`src/rtl/ferase_pkg.sv`:
```
package ferase_pkg;

    typedef enum logic [2:0] {
        PH_IDLE   = 3'd0,
        PH_WSETUP = 3'd1,
        PH_WPULSE = 3'd2,
        PH_WHOLD  = 3'd3,
        PH_RACT   = 3'd4,
        PH_RHOLD  = 3'd5
    } phase_e;

    localparam int unsigned CMD_WORDS  = 6;
    localparam int unsigned STATUS_BIT = 6;
    localparam int unsigned CMD_AW     = 15;

    typedef struct packed {
        logic ce_n;
        logic we_n;
        logic oe_n;
        logic dq_oe;
    } strobes_t;

    // Command address for word index 0..5 of the erase series.
    function automatic logic [CMD_AW-1:0] cmd_addr(input logic [2:0] idx);
        case (idx)
            3'd1, 3'd4: return 15'h2AAA;
            default:    return 15'h5555;
        endcase
    endfunction

    // Low data byte for word index 0..5; the ordering is behaviour.
    function automatic logic [7:0] cmd_byte(input logic [2:0] idx);
        case (idx)
            3'd0, 3'd3: return 8'hAA;
            3'd1, 3'd4: return 8'h55;
            3'd2:       return 8'h80;
            default:    return 8'h10;
        endcase
    endfunction

    function automatic int unsigned min_one(input int unsigned v);
        return (v == 0) ? 1 : v;
    endfunction

    function automatic int unsigned max_of(input int unsigned a, input int unsigned b);
        return (a > b) ? a : b;
    endfunction

    // Pin levels for a phase. ce_mode selects which line carries the strobe:
    // the other one is held low through setup and hold.
    function automatic strobes_t phase_strobes(input phase_e ph, input logic ce_mode);
        strobes_t s;
        s.ce_n  = 1'b1;
        s.we_n  = 1'b1;
        s.oe_n  = 1'b1;
        s.dq_oe = 1'b0;
        case (ph)
            PH_WSETUP, PH_WHOLD: begin
                s.ce_n  = ce_mode;
                s.we_n  = !ce_mode;
                s.dq_oe = 1'b1;
            end
            PH_WPULSE: begin
                s.ce_n  = 1'b0;
                s.we_n  = 1'b0;
                s.dq_oe = 1'b1;
            end
            PH_RACT: begin
                s.ce_n = 1'b0;
                s.oe_n = 1'b0;
            end
            PH_RHOLD: begin
                s.ce_n = 1'b0;
            end
            default: ;
        endcase
        return s;
    endfunction

endpackage

```
`src/rtl/fe_phase_timer.sv`:
```
module fe_phase_timer #(
    parameter int unsigned CW = 2
) (
    input  logic          clk,
    input  logic          rst,
    input  logic          restart_i,
    input  logic [CW-1:0] len_i,
    output logic          last_o
);
    logic [CW-1:0] cnt_q;

    always_ff @(posedge clk) begin
        if (rst) begin
            cnt_q <= '0;
        end else if (restart_i) begin
            cnt_q <= len_i - 1'b1;
        end else if (cnt_q != '0) begin
            cnt_q <= cnt_q - 1'b1;
        end
    end

    assign last_o = (cnt_q == '0);
endmodule

```
`src/rtl/fe_toggle_pair.sv`:
```
module fe_toggle_pair (
    input  logic clk,
    input  logic rst,
    input  logic clr_i,
    input  logic sample_i,
    input  logic bit_i,
    output logic half_o,
    output logic same_o
);
    logic first_q;
    logic half_q;
    logic same_q;

    always_ff @(posedge clk) begin
        if (rst || clr_i) begin
            first_q <= 1'b0;
            half_q  <= 1'b0;
            same_q  <= 1'b0;
        end else if (sample_i) begin
            if (!half_q) begin
                first_q <= bit_i;
                half_q  <= 1'b1;
            end else begin
                same_q <= (first_q == bit_i);
                half_q <= 1'b0;
            end
        end
    end

    assign half_o = half_q;
    assign same_o = same_q;
endmodule

```
`src/rtl/fe_bus_map.sv`:
```
module fe_bus_map
    import ferase_pkg::*;
#(
    parameter int unsigned AW = 18
) (
    input  phase_e        phase_i,
    input  logic          ce_mode_i,
    input  logic [2:0]    word_i,
    output logic [AW-1:0] addr_o,
    output logic [15:0]   dq_o,
    output logic          dq_oe_o,
    output logic          ce_n_o,
    output logic          we_n_o,
    output logic          oe_n_o
);
    strobes_t st;

    always_comb begin
        st      = phase_strobes(phase_i, ce_mode_i);
        ce_n_o  = st.ce_n;
        we_n_o  = st.we_n;
        oe_n_o  = st.oe_n;
        dq_oe_o = st.dq_oe;
        if (st.dq_oe) begin
            addr_o = AW'(cmd_addr(word_i));
            dq_o   = {8'h00, cmd_byte(word_i)};
        end else begin
            addr_o = '0;
            dq_o   = 16'h0000;
        end
    end
endmodule

```
`src/rtl/flash_erase_seq.sv`:
```
module flash_erase_seq
    import ferase_pkg::*;
#(
    parameter int unsigned AW         = 18,
    parameter int unsigned SETUP_CYC  = 2,
    parameter int unsigned PULSE_CYC  = 3,
    parameter int unsigned HOLD_CYC   = 1,
    parameter int unsigned OE_DLY_CYC = 2,
    parameter int unsigned POLL_LIMIT = 1000
) (
    input  logic          clk,
    input  logic          rst,
    input  logic          start_i,
    input  logic          ce_ctrl_i,
    input  logic [15:0]   flash_dq_i,
    output logic          busy_o,
    output logic          done_o,
    output logic          timeout_o,
    output logic [AW-1:0] flash_addr_o,
    output logic [15:0]   flash_dq_o,
    output logic          flash_dq_oe_o,
    output logic          flash_ce_n_o,
    output logic          flash_we_n_o,
    output logic          flash_oe_n_o
);
    localparam int unsigned SETUP_LEN = min_one(SETUP_CYC);
    localparam int unsigned PULSE_LEN = min_one(PULSE_CYC);
    localparam int unsigned HOLD_LEN  = min_one(HOLD_CYC);
    localparam int unsigned RD_LEN    = min_one(OE_DLY_CYC);
    localparam int unsigned MAX_LEN   = max_of(max_of(SETUP_LEN, PULSE_LEN), max_of(HOLD_LEN, RD_LEN));
    localparam int unsigned CW        = max_of(1, $clog2(MAX_LEN + 1));
    localparam int unsigned LIMIT     = min_one(POLL_LIMIT);
    localparam int unsigned PW        = max_of(1, $clog2(LIMIT + 1));
    localparam logic [2:0]  LAST_WORD = 3'(CMD_WORDS - 1);

    phase_e        phase_q, phase_d;
    logic [2:0]    word_q, word_d;
    logic [PW-1:0] pairs_q, pairs_d;
    logic          mode_q, mode_d;
    logic          done_q, done_d;
    logic          tmo_q, tmo_d;
    logic          restart;
    logic [CW-1:0] len_d;
    logic          last;
    logic          sample;
    logic          tog_clr;
    logic          half;
    logic          same;
    logic          unused_dq;

    assign unused_dq = ^{flash_dq_i[15:STATUS_BIT+1], flash_dq_i[STATUS_BIT-1:0]};

    fe_phase_timer #(.CW(CW)) u_timer (
        .clk       (clk),
        .rst       (rst),
        .restart_i (restart),
        .len_i     (len_d),
        .last_o    (last)
    );

    assign sample = (phase_q == PH_RACT) && last;

    fe_toggle_pair u_toggle (
        .clk      (clk),
        .rst      (rst),
        .clr_i    (tog_clr),
        .sample_i (sample),
        .bit_i    (flash_dq_i[STATUS_BIT]),
        .half_o   (half),
        .same_o   (same)
    );

    fe_bus_map #(.AW(AW)) u_bus (
        .phase_i   (phase_q),
        .ce_mode_i (mode_q),
        .word_i    (word_q),
        .addr_o    (flash_addr_o),
        .dq_o      (flash_dq_o),
        .dq_oe_o   (flash_dq_oe_o),
        .ce_n_o    (flash_ce_n_o),
        .we_n_o    (flash_we_n_o),
        .oe_n_o    (flash_oe_n_o)
    );

    // Next phase, and the bookkeeping that moves with it.
    always_comb begin
        phase_d = phase_q;
        word_d  = word_q;
        pairs_d = pairs_q;
        mode_d  = mode_q;
        done_d  = 1'b0;
        tmo_d   = 1'b0;
        tog_clr = 1'b0;
        restart = 1'b0;
        if (phase_q == PH_IDLE) begin
            if (start_i) begin
                phase_d = PH_WSETUP;
                word_d  = '0;
                pairs_d = '0;
                mode_d  = ce_ctrl_i;
                tog_clr = 1'b1;
                restart = 1'b1;
            end
        end else if (last) begin
            restart = 1'b1;
            case (phase_q)
                PH_WSETUP: phase_d = PH_WPULSE;
                PH_WPULSE: phase_d = PH_WHOLD;
                PH_WHOLD: begin
                    if (word_q == LAST_WORD) begin
                        phase_d = PH_RACT;
                    end else begin
                        word_d  = word_q + 3'd1;
                        phase_d = PH_WSETUP;
                    end
                end
                PH_RACT: phase_d = PH_RHOLD;
                PH_RHOLD: begin
                    if (half) begin
                        phase_d = PH_RACT;
                    end else if (same) begin
                        phase_d = PH_IDLE;
                        done_d  = 1'b1;
                        restart = 1'b0;
                    end else if (pairs_q == PW'(LIMIT - 1)) begin
                        phase_d = PH_IDLE;
                        tmo_d   = 1'b1;
                        restart = 1'b0;
                    end else begin
                        pairs_d = pairs_q + 1'b1;
                        phase_d = PH_RACT;
                    end
                end
                default: begin
                    phase_d = PH_IDLE;
                    restart = 1'b0;
                end
            endcase
        end
    end

    // Length of the phase being entered.
    always_comb begin
        case (phase_d)
            PH_WSETUP: len_d = CW'(SETUP_LEN);
            PH_WPULSE: len_d = CW'(PULSE_LEN);
            PH_WHOLD:  len_d = CW'(HOLD_LEN);
            PH_RACT:   len_d = CW'(RD_LEN);
            PH_RHOLD:  len_d = CW'(HOLD_LEN);
            default:   len_d = CW'(1);
        endcase
    end

    always_ff @(posedge clk) begin
        if (rst) begin
            phase_q <= PH_IDLE;
            word_q  <= '0;
            pairs_q <= '0;
            mode_q  <= 1'b0;
            done_q  <= 1'b0;
            tmo_q   <= 1'b0;
        end else begin
            phase_q <= phase_d;
            word_q  <= word_d;
            pairs_q <= pairs_d;
            mode_q  <= mode_d;
            done_q  <= done_d;
            tmo_q   <= tmo_d;
        end
    end

    assign busy_o    = (phase_q != PH_IDLE);
    assign done_o    = done_q;
    assign timeout_o = tmo_q;
endmodule

```
`config.mk`:
```
export PLATFORM = sky130hd
export DESIGN_NAME = flash_erase_seq
export DESIGN_NICKNAME = d
export VERILOG_FILES = /design/src/rtl/ferase_pkg.sv /design/src/rtl/fe_phase_timer.sv /design/src/rtl/fe_toggle_pair.sv /design/src/rtl/fe_bus_map.sv /design/src/rtl/flash_erase_seq.sv
export SDC_FILE = /design/constraint.sdc
export NUM_CORES = 1
export LEC_CHECK = 0
export ABC_CLOCK_PERIOD_IN_PS = 3250
export BUFFER_PORTS_ARGS = -buffer_cell sky130_fd_sc_hd__buf_2
export CAP_MARGIN = 40
export CORE_ASPECT_RATIO = 0.6
export CORE_MARGIN = 2
export CORE_UTILIZATION = 43
export DETAILED_ROUTE_END_ITERATION = 16
export GPL_ROUTABILITY_DRIVEN = 1
export GPL_TIMING_DRIVEN = 0
export PLACE_DENSITY = 0.73
export SKIP_LAST_GASP = 1
export SLEW_MARGIN = 30
export SYNTH_ARGS = -nofsm -noshare
export SYNTH_HDL_FRONTEND = slang
export SYNTH_SLANG_ARGS = --single-unit
```
`constraint.sdc`:
```
create_clock -name clk -period 3.25 [get_ports clk]
set_input_delay 0.975 -clock clk [delete_from_list [all_inputs] [get_ports clk]]
set_output_delay 0.975 -clock clk [all_outputs]
set_load 0.01 [all_outputs]
```
==> impl_metrics.ini <==
[run_status]
status = completed

[critical_path]
r2r_end = pairs_q[9]$_SDFFE_PP0P_
timing.reg2reg.setup_slack_ns = 1.24
crit_start = phase_q[1]$_SDFF_PP0_
critical_path_arrival_ns = 1.98
r2r_start = pairs_q[0]$_SDFFE_PP0P_
worstPathCellList = clkbuf_2 > nor2_1 > or2_2 > inv_1 > and3_1 > buf_4 > buf_2
cp_max_fo = 10
slowest_stage = dfxtp_1
cp-start-kind = flip-flop
worstSetupPathType = flip-flop to output port
crit_path_end_kind = output port
crit_path_max_incr_delay_ns = 0.41
reg2reg_depth = 7
crit_end = flash_addr_o[8]
crit_required_ns = 2.27

[floorplan]
die_area_mm2 = 0.00419
die_w_um = 82.3
core.rowCount = 17
ioPinCount = 61
initial_utilization = 0.440
die_y_um = 51.0
core_mm2 = 0.00359

[final_layout]
multi_input_area_um2 = 866
drive_above_1_share = 0.323
areaGrowthSynthToFinish_pct = 21.7
antenna_cells = 0
stdcell_area_mm2 = 0.00192
seq_area_um2 = 480
nets = 275
fillers = 348

[drt]
first_iter_violations = 134
wl_per_cell_um = 11.1
postRouteAntennaNets = 0
drc = 0
vias = 1382
first_pass_iters = 4
post_drt_via_cell_ratio = 4.68
routed_wl_um = 3290

[cts]
cts_tree = done
cts_root_buf = clkbuf_8
postCtsSetupBuffers = 0
cts.sink_count = 24
cts_made_buffers = 3
clkTransAtPathRegs_ns = 0.09
htree_levels = 1
insertion_delay_ns = 0.27
cts_buffer_depth = 2
hold_buffers = 0

[synthesis]
synth_cells = 200
syn_avg_cell_area_um2 = 7.91
synth_area_leaders = dfxtp_1 (30%), buf_4 (14%), nor2_1 (5.5%), a21oi_1 (5.1%), ha_1 (4.7%)
seq_area_frac_synth = 0.304
syn_area_mm2 = 0.00158
synth_top_area_share = 0.304
yosys.cell_types.count = 43
yosys.area.top_type = dfxtp_1
yosys_warnings = 0
ys_ff_latch = 24

[sta]
timing_hold_violations_final = 0
min_period_ns = 2.95
fin_worst_skew_ns = 0.00515
fmax_ghz = 0.339
tightest_slew_ns = 0.531
setup_total_negative_slack_ns = 0
maxSlewHeadroom = 0.645
slew_violations = 0
period_share = 0.909
finalSetupViolations = 0
rsz0062_at_grt = no

[power]
total_power_mw = 0.982
power_leakage_nw = 0.884
ir_drop_mv = 0.266
power.density_mw_per_mm2 = 510

[grt]
grtUsageTotal = 0.159
grt.overflow.total = 0
grt_pass1_wl_um = 5040
antenna_found_initial = 0
grt_pass1_vias = 1067
grt_start_max_net_pins = 15

[min_path]
hp-class = flip-flop to flip-flop
min_path_cells = 2

[placement]
dp_hpwl_um = 2600
gp_congestion = 0.905
placed_area_mm2 = 0.00185
placement.io_buffers = 34

[run]
max_cap_violations = 0
[worst max-delay path, delay by kind of cell, from the launching register on]
kind / cells / cell delay (ns)
flip-flops: 1 / 0.41
buffers and inverters: 4 / 0.60
AND/OR/NAND/NOR: 3 / 0.70
[placed cells by master (no fill, tap or decap), types with 2 or more instances in the layout]
cell / netlist / final
and2_1: 2 / 2
clkbuf_1: 2 / 2
or3_1: 2 / 2
nand2_1: 13 / 13
nand3b_1: 2 / 2
xnor2_1: 3 / 3
nor2b_1: 3 / 3
nand3_1: 6 / 6
buf_2: 2 / 36
o31ai_1: 2 / 2
o21ai_0: 8 / 8
clkbuf_8: 0 / 3
xor2_1: 8 / 8
ha_1: 6 / 6
nor3_1: 2 / 2
a21oi_1: 16 / 15
or2_2: 3 / 3
buf_4: 29 / 29
conb_1: 1 / 11
a31oi_1: 3 / 3
inv_1: 10 / 10
dfxtp_1: 24 / 24
nor2_1: 23 / 23
nand4_1: 4 / 4
and3_1: 3 / 3
nand2b_1: 4 / 4
nor4_1: 2 / 2
[synth_stat cells]
library cell / number
a211oi_4: 1
a21oi_1: 16
a22oi_1: 1
a31oi_1: 3
and2_1: 2
and3_1: 3
and4_1: 1
buf_1: 1
buf_2: 2
buf_4: 29
clkbuf_1: 2
conb_1: 1
dfxtp_1: 24
ha_1: 6
inv_1: 10
mux2i_1: 1
nand2_1: 13
nand2_4: 1
nand2b_1: 4
nand3_1: 6
nand3b_1: 2
nand4_1: 4
nand4b_1: 1
nor2_1: 23
nor2_2: 1
nor2b_1: 3
nor3_1: 2
nor3_2: 1
nor3b_1: 1
nor4_1: 2
o21ai_0: 8
o21bai_1: 1
o221a_2: 1
o2bb2ai_1: 1
o311ai_1: 1
o311ai_2: 1
o31a_1: 1
o31ai_1: 2
or2_2: 3
or3_1: 2
or4b_1: 1
xnor2_1: 3
xor2_1: 8
[timing repair]
item,CTS,global route
endpoints found under the setup margin,10,9
endpoints found under the hold margin,0,0
gates resized for setup,1,1
[final cells by class]
class                      instances  area share
tap                               47      0.0306
clock buffer                       3      0.0215
timing repair buffer              34      0.0884
inverter                          10      0.0195
multi-input combinational        142       0.450
clock inverter                     1      0.0156
buffer                            34       0.125
sequential                        24       0.250
[report_power, final]
group          switching [mW]  total (mW)  internal, mW
Combinational           0.214       0.393         0.178
Clock                   0.100       0.265         0.165
Sequential             0.0152       0.324         0.309
Total                   0.330       0.982         0.652
[worst min path at each step]
stage / from / end / slack [ns]
final: mode_q$_SDFFE_PP0P_ / mode_q$_SDFFE_PP0P_ / 0.47
after global routing: mode_q$_SDFFE_PP0P_ / mode_q$_SDFFE_PP0P_ / 0.50
after CTS: mode_q$_SDFFE_PP0P_ / mode_q$_SDFFE_PP0P_ / 0.47
after detailed placement: mode_q$_SDFFE_PP0P_ / mode_q$_SDFFE_PP0P_ / 0.46
after global placement: mode_q$_SDFFE_PP0P_ / mode_q$_SDFFE_PP0P_ / 0.45
after floorplan: mode_q$_SDFFE_PP0P_ / mode_q$_SDFFE_PP0P_ / 0.43
[metal layers]
| metal | GRT usage | share of wire |
|---|---|---|
| met5 | 0 | 0 |
| met4 | 0.0500 | 0.0076 |
| met3 | 0.0389 | 0.090 |
| met2 | 0.198 | 0.36 |
| met1 | 0.256 | 0.54 |
[flip-flops by register name (all words and copies together), names as in the netlist, 2 cells and up]
register       flops
u_timer.cnt_q      2
word_q             3
pairs_q           10
phase_q            3
[metrics by stage]
step / hold slack, ns / utilization / cells / worst slack (ns)
finish: 0.474 / 0.535 / 295 / 0.296
floorplan: 0.432 / - / 210 / 0.473
CTS: 0.474 / 0.535 / 295 / 0.157
global placement: 0.449 / 0.514 / 291 / 0.265
detailed placement: 0.461 / 0.514 / 291 / 0.217
global route: 0.501 / 0.535 / 295 / 0.150
[cells by family after synthesis]
kind of cell / synth area share
compound gates: 0.153
xor+xnor: 0.0609
fa+ha+maj: 0.0475
buf+inv: 0.175
flops: 0.304
mux: 0.00633
other cells: 0.00237
simple gates: 0.251
Power figures use the tool's default switching activity.
